===== config.mk =====
export PLATFORM = sky130hd
export DESIGN_NAME = sstamp_gen
export DESIGN_NICKNAME = d
export VERILOG_FILES = /design/src/rtl/sstamp_gen.sv
export SDC_FILE = /design/constraint.sdc
export NUM_CORES = 1
export LEC_CHECK = 0
export BUFFER_PORTS_ARGS = -buffer_cell sky130_fd_sc_hd__buf_2
export CORE_ASPECT_RATIO = 0.6
export CORE_UTILIZATION = 35
export CTS_CLUSTER_SIZE = 24
export DETAILED_ROUTE_END_ITERATION = 7
export SYNTH_ARGS = -nofsm -noshare
export SYNTH_HDL_FRONTEND = slang
export SYNTH_SLANG_ARGS = --single-unit

===== constraint.sdc =====
create_clock -name clk -period 4.6 [get_ports clk]
set_clock_uncertainty 0.05 [all_clocks]
set_input_delay 1.38 -clock clk [delete_from_list [all_inputs] [get_ports clk]]
set_output_delay 1.38 -clock clk [all_outputs]
set_load 0.01 [all_outputs]

===== src/rtl/sstamp_gen.sv =====
module sstamp_gen #(
  parameter int CW      = 16,
  parameter int TIMEOUT = 65535,
  parameter int TICKS   = 32,
  parameter int PRELOAD = 2
) (
  input  logic          clk,
  input  logic          rst_n,
  input  logic          en,
  input  logic          wclk_in,
  input  logic          bclk_tick,
  input  logic          evt,
  input  logic          min_clr,
  input  logic          set_stb,
  input  logic [CW-1:0] set_val,
  input  logic          add_stb,
  input  logic [CW-1:0] add_val,
  input  logic [CW-1:0] per_cfg,
  input  logic          cfg_stb,
  input  logic          in_dir,
  input  logic          out_dir,
  input  logic          smp_load,
  input  logic [CW-1:0] in_trig,
  input  logic [CW-1:0] out_trig,
  output logic [CW-1:0] wcnt,
  output logic [CW-1:0] xcnt,
  output logic [CW-1:0] xper,
  output logic [CW-1:0] xper_min,
  output logic [CW-1:0] cap_w,
  output logic [CW-1:0] cap_x,
  output logic          in_rdy,
  output logic          out_rdy,
  output logic          in_start,
  output logic          out_start,
  output logic          timeout
);
  localparam logic [CW-1:0] MAXV = {CW{1'b1}};
  localparam int TW = $clog2(TIMEOUT + 1);
  localparam int KW = $clog2(TICKS + 1);
  localparam int PW = $clog2(PRELOAD + 1);

  logic [1:0]    wsync;
  logic          wprev;
  logic [TW-1:0] gap;
  logic [KW-1:0] tick_cnt;
  logic [PW-1:0] pre_cnt;
  logic          in_pend, out_pend;

  always_ff @(posedge clk or negedge rst_n)
    if (!rst_n) begin
      wsync <= '0;
      wprev <= 1'b0;
    end else begin
      wsync <= {wsync[0], wclk_in};
      wprev <= wsync[1];
    end

  wire rise = en & wsync[1] & ~wprev;

  wire [CW-1:0] xnext = (xcnt == MAXV) ? MAXV : xcnt + 1'b1;
  wire [CW:0]   wsum  = {1'b0, wcnt} + (add_stb ? {1'b0, add_val} : '0) + {{CW{1'b0}}, rise};
  wire [CW-1:0] wnext = set_stb ? set_val
                      : CW'((wsum >= {1'b0, per_cfg}) ? wsum - {1'b0, per_cfg} : wsum);
  wire [TW-1:0] gap_nx = rise ? '0 : ((gap == TW'(TIMEOUT)) ? gap : gap + 1'b1);

  wire ticks_ok = (tick_cnt == KW'(TICKS));
  wire pre_ok   = (pre_cnt == PW'(PRELOAD));
  assign in_rdy  = in_pend & ticks_ok;
  assign out_rdy = out_pend & ticks_ok & pre_ok;
  wire in_hit  = in_rdy & (wcnt == in_trig) & ~cfg_stb;
  wire out_hit = out_rdy & (wcnt == out_trig) & ~cfg_stb;

  always_ff @(posedge clk or negedge rst_n)
    if (!rst_n) begin
      wcnt <= '0; xcnt <= '0; xper <= '0; xper_min <= MAXV;
      cap_w <= '0; cap_x <= '0; gap <= '0; timeout <= 1'b0;
    end else if (!en) begin
      wcnt <= '0; xcnt <= '0; xper <= '0; xper_min <= MAXV;
      cap_w <= '0; cap_x <= '0; gap <= '0; timeout <= 1'b0;
    end else begin
      wcnt <= wnext;
      xcnt <= rise ? '0 : xnext;
      if (rise) xper <= xnext;
      if (min_clr) xper_min <= MAXV;
      else if (rise && xnext < xper_min) xper_min <= xnext;
      if (evt) begin
        cap_w <= wcnt;
        cap_x <= xcnt;
      end
      gap <= gap_nx;
      timeout <= timeout | (gap_nx == TW'(TIMEOUT));
    end

  always_ff @(posedge clk or negedge rst_n)
    if (!rst_n) begin
      in_pend <= 1'b0; out_pend <= 1'b0; tick_cnt <= '0; pre_cnt <= '0;
      in_start <= 1'b0; out_start <= 1'b0;
    end else if (!en) begin
      in_pend <= 1'b0; out_pend <= 1'b0; tick_cnt <= '0; pre_cnt <= '0;
      in_start <= 1'b0; out_start <= 1'b0;
    end else begin
      in_start  <= in_hit;
      out_start <= out_hit;
      if (cfg_stb) begin
        in_pend  <= in_dir;
        out_pend <= out_dir;
        tick_cnt <= '0;
        pre_cnt  <= '0;
      end else begin
        if (bclk_tick && !ticks_ok) tick_cnt <= tick_cnt + 1'b1;
        if (smp_load && !pre_ok) pre_cnt <= pre_cnt + 1'b1;
        if (in_hit) in_pend <= 1'b0;
        if (out_hit) out_pend <= 1'b0;
      end
    end


  xcnt_clear_chk: assert property (@(posedge clk) disable iff (!rst_n)
    (en && rise) |=> (xcnt == '0));

  min_track_chk: assert property (@(posedge clk) disable iff (!rst_n)
    (en && rise && !min_clr) |=> (xper_min <= xper));

  min_clr_chk: assert property (@(posedge clk) disable iff (!rst_n)
    (en && min_clr) |=> (xper_min == MAXV));

  disable_clear_chk: assert property (@(posedge clk) disable iff (!rst_n)
    !en |=> (wcnt == '0 && cap_w == '0 && cap_x == '0 && !timeout && !in_start));

  in_start_chk: assert property (@(posedge clk) disable iff (!rst_n)
    in_start |-> (!in_rdy && $past(wcnt) == $past(in_trig)));

  out_start_chk: assert property (@(posedge clk) disable iff (!rst_n)
    out_start |-> (!out_rdy && $past(wcnt) == $past(out_trig)));

  timeout_sticky_chk: assert property (@(posedge clk) disable iff (!rst_n)
    (en && timeout) |=> timeout);
endmodule


**Word level (Yosys, flattened, before mapping)**

Index checks and enable logic that the tools add are counted.
W data, S select, Z words.

- Multiplexer cells: 34
- Equality and inequality tests: 14
- Reductions and logical operators: 5
- Bitwise logic cells: 12
- Order comparisons: 2
- Add/subtract/negate cells: 7

Operators by type and width:

| operator | number |
|---|---|
| $mux W16 | 19 |
| $eq A16 B16 Y1 const B | 3 |
| $add A16 B1 Y16 const B | 2 |
| $eq A16 B16 Y1 | 2 |
| $mux W6 | 3 |
| $add A16 B16 Y17 | 1 |
| $add A17 B1 Y17 | 1 |
| $ge A17 B16 Y1 | 1 |
| $lt A16 B16 Y1 | 1 |
| $sub A16 B16 Y16 | 1 |
| $ne A3 B1 Y1 const B | 5 |
| $and A1 B1 Y1 | 9 |
| $mux W1 | 9 |
| $add A6 B1 Y6 const B | 1 |
| $eq A6 B6 Y1 const B | 1 |
| $mux W2 | 3 |
| $ne A2 B1 Y1 const B | 2 |
| $logic_and A1 B1 Y1 | 3 |
| $add A2 B1 Y2 const B | 1 |
| $eq A2 B2 Y1 const B | 1 |
| $logic_not A1 Y1 | 2 |
| $not A1 Y1 | 2 |
| $or A1 B1 Y1 | 1 |

- Register bits after elaboration: 128
- Logic and storage cells: 90
- Output and inout port bits: 101

**Logic depth before layout (Yosys ltp)**

- Depth after elaboration: 8
- Depth in mapped cells: 19
- Mapped depth without buffers: 18

**Least setup slack after synthesis**

OpenSTA, ideal clock, no wires.

- Kind: input -> register
- Start point: in en
- End point: reg wcnt[10]
- Setup slack: -0.932 ns
- Data required time: 4.409 ns
- Arrival: 5.341 ns
- Stages: 18
- Path buffers: 1
- Setup time: 0.141 ns
- Path through: inv_1 > nor3b_2 > inv_1 > fa_1 > fa_1 > nor2b_1 > o31ai_2 > a21oi_1 > or3_1 > a21oi_1 > ha_1 > or2_2 > a31o_1 > a221o_1 > a22o_1 > buf_6 > o21ai_0 > a31oi_1

- Word-level cells in the longest chain between the ends: 7
- Elaborated cells between the ends (all ways): 8
- Classes of those cells: 2 x add/sub; 1 x order compare; 3 x mux; 2 x bitwise

Ends and longest elaborated chain:

| element | RTL line | text |
|---|---|---|
| start: declaration | 9 | `input logic en,` |
| $and A1 B1 Y1 (2 in a row) | 58 | `wire rise = en & wsync[1] & ~wprev;` |
| $add A17 B1 Y17 | 61 | `wire [CW:0] wsum = {1'b0, wcnt} + (add_stb ? {1'b0, add_val} : '0) + {{CW{1'b0}}, rise};` |
| $sub A16 B16 Y16 / $ge A17 B16 Y1 (equally long branches) | 63 | `: CW'((wsum >= {1'b0, per_cfg}) ? wsum - {1'b0, per_cfg} : wsum);` |
| $mux W16 | 63 |  |
| $mux W16 | 62 | `wire [CW-1:0] wnext = set_stb ? set_val` |
| $mux W16 (*) | 77 | `end else if (!en) begin` |
| end signal: assignment | 81 | `wcnt <= wnext;` |
| end: declaration | 25 | `output logic [CW-1:0] wcnt,` |

Every way passes the cells marked *; elsewhere a longest branch is shown, timed or not.
A chain may end at the register's enable or synchronous reset.

**Worst setup path after layout**

- Start point: in en
- End point: reg wcnt[15]

Same word-level chain as after synthesis.

==> results by group <==
Critical path
  – Worst R2R End: wcnt[15]
  – Worst-path fanout max: 3
  – End of the critical path: wcnt[15]
  – Data required time at the worst endpoint: 4.83 ns
  – Critical path type: in2reg
  – Reg2Reg Setup Slack: 0.39 ns
  – Startpoint types: primary input
  – Reg2Reg Depth: 18
  – WP data arrival: 5.14 ns
  – Worst setup EP type: register
  – Critical Path Start: en
  – Worst reg2reg startpoint: wprev

Timing
  – Unrepaired setup endpoints after global routing: yes
  – Max Freq: 204 MHz
  – Hold Vio Cnt, Final: 0
  – Worst Tran Pin Value: 1.24 ns
  – Slew Limit Fails: 0
  – Final Critical Period: 4.91 ns
  – Tcrit/Tclk final: 107%
  – PnR worst setup slack: -0.308 ns
  – Slew HR: 17.0%
  – Final setup viols: 16

Global route
  – Vias in the first global route: 7317
  – Total grt overflow: 0
  – Total Routing Usage GR: 22.9%
  – Number of antenna violations at the first check in global routing: 0
  – Largest net degree at the start of global routing: 69
  – First-pass GRT wire length: 42500 um

Place
  – Post-place setup slack: -0.891 ns
  – Detailed placer's ending HPWL: 21500 um
  – IO Port Bufs: 193
  – Final GP Congestion: 0.939
  – Placed insts: 1476

Synthesis
  – Distinct cells, synth: 76
  – Synth Area in Adders: 8.40%
  – Gate Count Post-Synth: 887
  – Net Count, Synth: 1034
  – Main synth FF type: dfrtp_1
  – Post-synthesis mux area share: 6.26%
  – Largest family of logic cells by synthesized area: simple AND/OR/NAND/NOR gates
  – Synth Warn #: 0
  – Seq/Total Area, Yosys: 38.8%
  – Top-count cell post-synth: dfrtp_1
  – Syn Area/Cell: 9.37 sq um
  – Yosys top cell by area: dfrtp_1
  – Number of synthesized register bits: 128
  – Synth Area in Compound Gates: 16.1%
  – Post-synth EDFFs: 0
  – Mapped cell area: 0.00832 sq mm
  – Asr flop ratio synth: 100%
  – Post-Synth XOR/XNOR Area: 7.58%
  – Ranking of synthesized cells by area: dfrtp_1 34%, ha_1 7.7%, mux2i_1 6.3%, dfstp_2 5.1%, xnor2_1 5.1%
  – Post-Synth Simple-Gate Area: 18.6%
  – Commonest cells in the netlist: 112 x dfrtp_1, 93 x nor2_1, 64 x nand2_1, 52 x mux2i_1, 51 x ha_1
  – Synth top area share: 33.7%

Power and ir drop
  – Leak pwr: 0.00577 uW
  – Sw frac: 36.3%
  – Switching power: 1770 uW
  – Comb power frac: 45.3%
  – Reg power frac: 27.2%
  – Internal Power: 3110 uW
  – Clock share of power: 27.5%
  – Maximum vdd drop: 0.000297 V
  – Pwr/cell area: 433 mW/mm^2

Drt
  – WL/cell: 18.6 um
  – Residual DRC: 0
  – Drt total wl: 28100 um
  – 1st-pass router iterations: 5
  – Post-route ant nets: 0
  – Drt initial violations: 925
  – Vias: 7981
  – DR vias/cell: 5.28

CTS
  – Maximum root-to-sink buffer count: 2
  – Worst skew pair latency: 0.42 ns
  – Sink Count: 128
  – Worst-path clk slew: 0.06 ns
  – Max H-tree Level: 4
  – CTS Root Cell: clkbuf_16
  – TritonCTS clock tree: yes
  – TritonCTS Buffers: 17

Min path
  – Hold Path Class: reg2reg

Finish
  – N_diodes: 0
  – Layout cell share with drive strength beyond 1: 34.8%
  – Final #Nets: 1331
  – Final std cells w/o fill: 1512
  – Area Overhead vs Synth: 35.8%

Floorplan
  – # IOs: 194
  – CORE AREA: 0.0232 sq mm
  – Die Width: 201 um
  – Die span in y: 121 um
  – Num rows: 43
  – Die Area: 0.0244 sq mm
  – Starting Density: 35.9%

Outcome
  – Violated checks: setup timing
  – Status: complete, but fails checks

Job
  – Max Cap Viol: 0
sequential cells by signal (all words and copies together), names as in the netlist, 2 cells and up:
register	cells
xcnt	16
cap_w	16
pre_cnt	2
wsync	2
wcnt	16
cap_x	16
tick_cnt	6
xper	16
gap	16
xper_min	16
cell type report:
type | instances | area (sq um)
Fill cell | 2203 | 11900
Multi-Input combinational cell | 676 | 4980
Sequential cell | 128 | 3220
Timing Repair Buffer | 313 | 1920
Clock buffer | 23 | 478
Tap cell | 315 | 394
Inverter | 48 | 183
Clock inverter | 9 | 109
worst min-delay path by stage:
| stage | endpoint | depth (start not counted) | start |
|---|---|---|---|
| 2_1_floorplan | wsync[1] | 0 | wsync[0] |
| 3_3_place_gp | wprev | 0 | wsync[1] |
| 3_5_place_dp | wprev | 0 | wsync[1] |
| 4_1_cts | wprev | 0 | wsync[1] |
| 5_1_grt | wprev | 0 | wsync[1] |
| 6_report | wprev | 0 | wsync[1] |
power by group through the flow:
| stage | clock [uW] | combinational, uW | sequential [uW] |
|---|---|---|---|
| floorplan | 0 | 1040 | 1320 |
| global placement | 0 | 1950 | 1340 |
| detailed placement | 0 | 1950 | 1340 |
| CTS | 1370 | 2060 | 1320 |
| global route | 1420 | 2380 | 1330 |
| finish | 1340 | 2210 | 1330 |
timing repair:
action	in CTS	in global routing
hold endpoints to repair	0	0
hold buffers	0	0
setup buffers	2	3
gates resized for setup	25	27
cloned	0	0
pin swaps	14	30
endpoints found under the setup margin	16	16
cell families after synthesis:
| kind of cell | after synthesis |
|---|---|
| xor gates and xnor gates | 72 |
| and+or+nand+nor | 305 |
| muxes | 52 |
| adders and majority gates | 54 |
| buffers and inverters | 83 |
| AOI/OAI and AO/OA | 193 |
| DFF | 128 |
per-layer routing:
| metal | up-vias | part of all wire [%] | global-route usage [%] |
|---|---|---|---|
| met1 | 3836 | 52 | 36.4 |
| met2 | 345 | 38 | 28.7 |
| met5 | - | 0 | 0 |
| met4 | 0 | 1.3 | 5.68 |
| li1 | 3777 | - | - |
| met3 | 23 | 9.0 | 7.01 |
worst max-delay path, cell delays in order:
cell	delay, ns
buf_8	0.08
inv_4	0.03
nor3b_4	0.20
inv_2	0.07
fa_2	0.37
fa_2	0.39
nor2b_4	0.17
o31ai_4	0.08
a21oi_2	0.17
o21ai_1	0.07
a21oi_1	0.18
buf_4	0.18
ha_4	0.20
or2_4	0.24
a31o_1	0.21
a221o_1	0.40
buf_4	0.18
a311o_1	0.27
mux2i_1	0.17
a211oi_2	0.09
cell usage in the layout, fill, tap and decap left out, types with 14 or more instances in the layout:
| master | n |
|---|---|
| inv_1 | 45 |
| buf_4 | 114 |
| and2_1 | 23 |
| a21oi_1 | 37 |
| nand3_1 | 17 |
| nand4_1 | 22 |
| nor2_1 | 91 |
| dfstp_2 | 16 |
| xnor2_1 | 44 |
| a31oi_1 | 15 |
| clkbuf_16 | 17 |
| nand2_1 | 63 |
| a22o_1 | 14 |
| buf_2 | 191 |
| dfrtp_1 | 112 |
| o21ai_0 | 37 |
| xor2_1 | 24 |
| ha_1 | 47 |
| mux2i_1 | 51 |
| nor3_1 | 18 |
stage by stage:
| step | setup TNS [ns] | instance area [sq um] | hold slack (ns) | power (uW) | utilization (%) |
|---|---|---|---|---|---|
| after floorplan | -8.43 | 8340 | 0.281 | 2360 | - |
| after global placement | -11.63 | 10400 | 0.318 | 3290 | 45.0 |
| after detailed placement | -13.37 | 10400 | 0.322 | 3290 | 45.0 |
| after CTS | -3.55 | 11100 | 0.334 | 4760 | 48.1 |
| after global routing | -5.62 | 11300 | 0.351 | 5130 | 48.7 |
| final | -4.00 | 11300 | 0.337 | 4890 | 48.7 |
(Power assumes the default switching activity.)
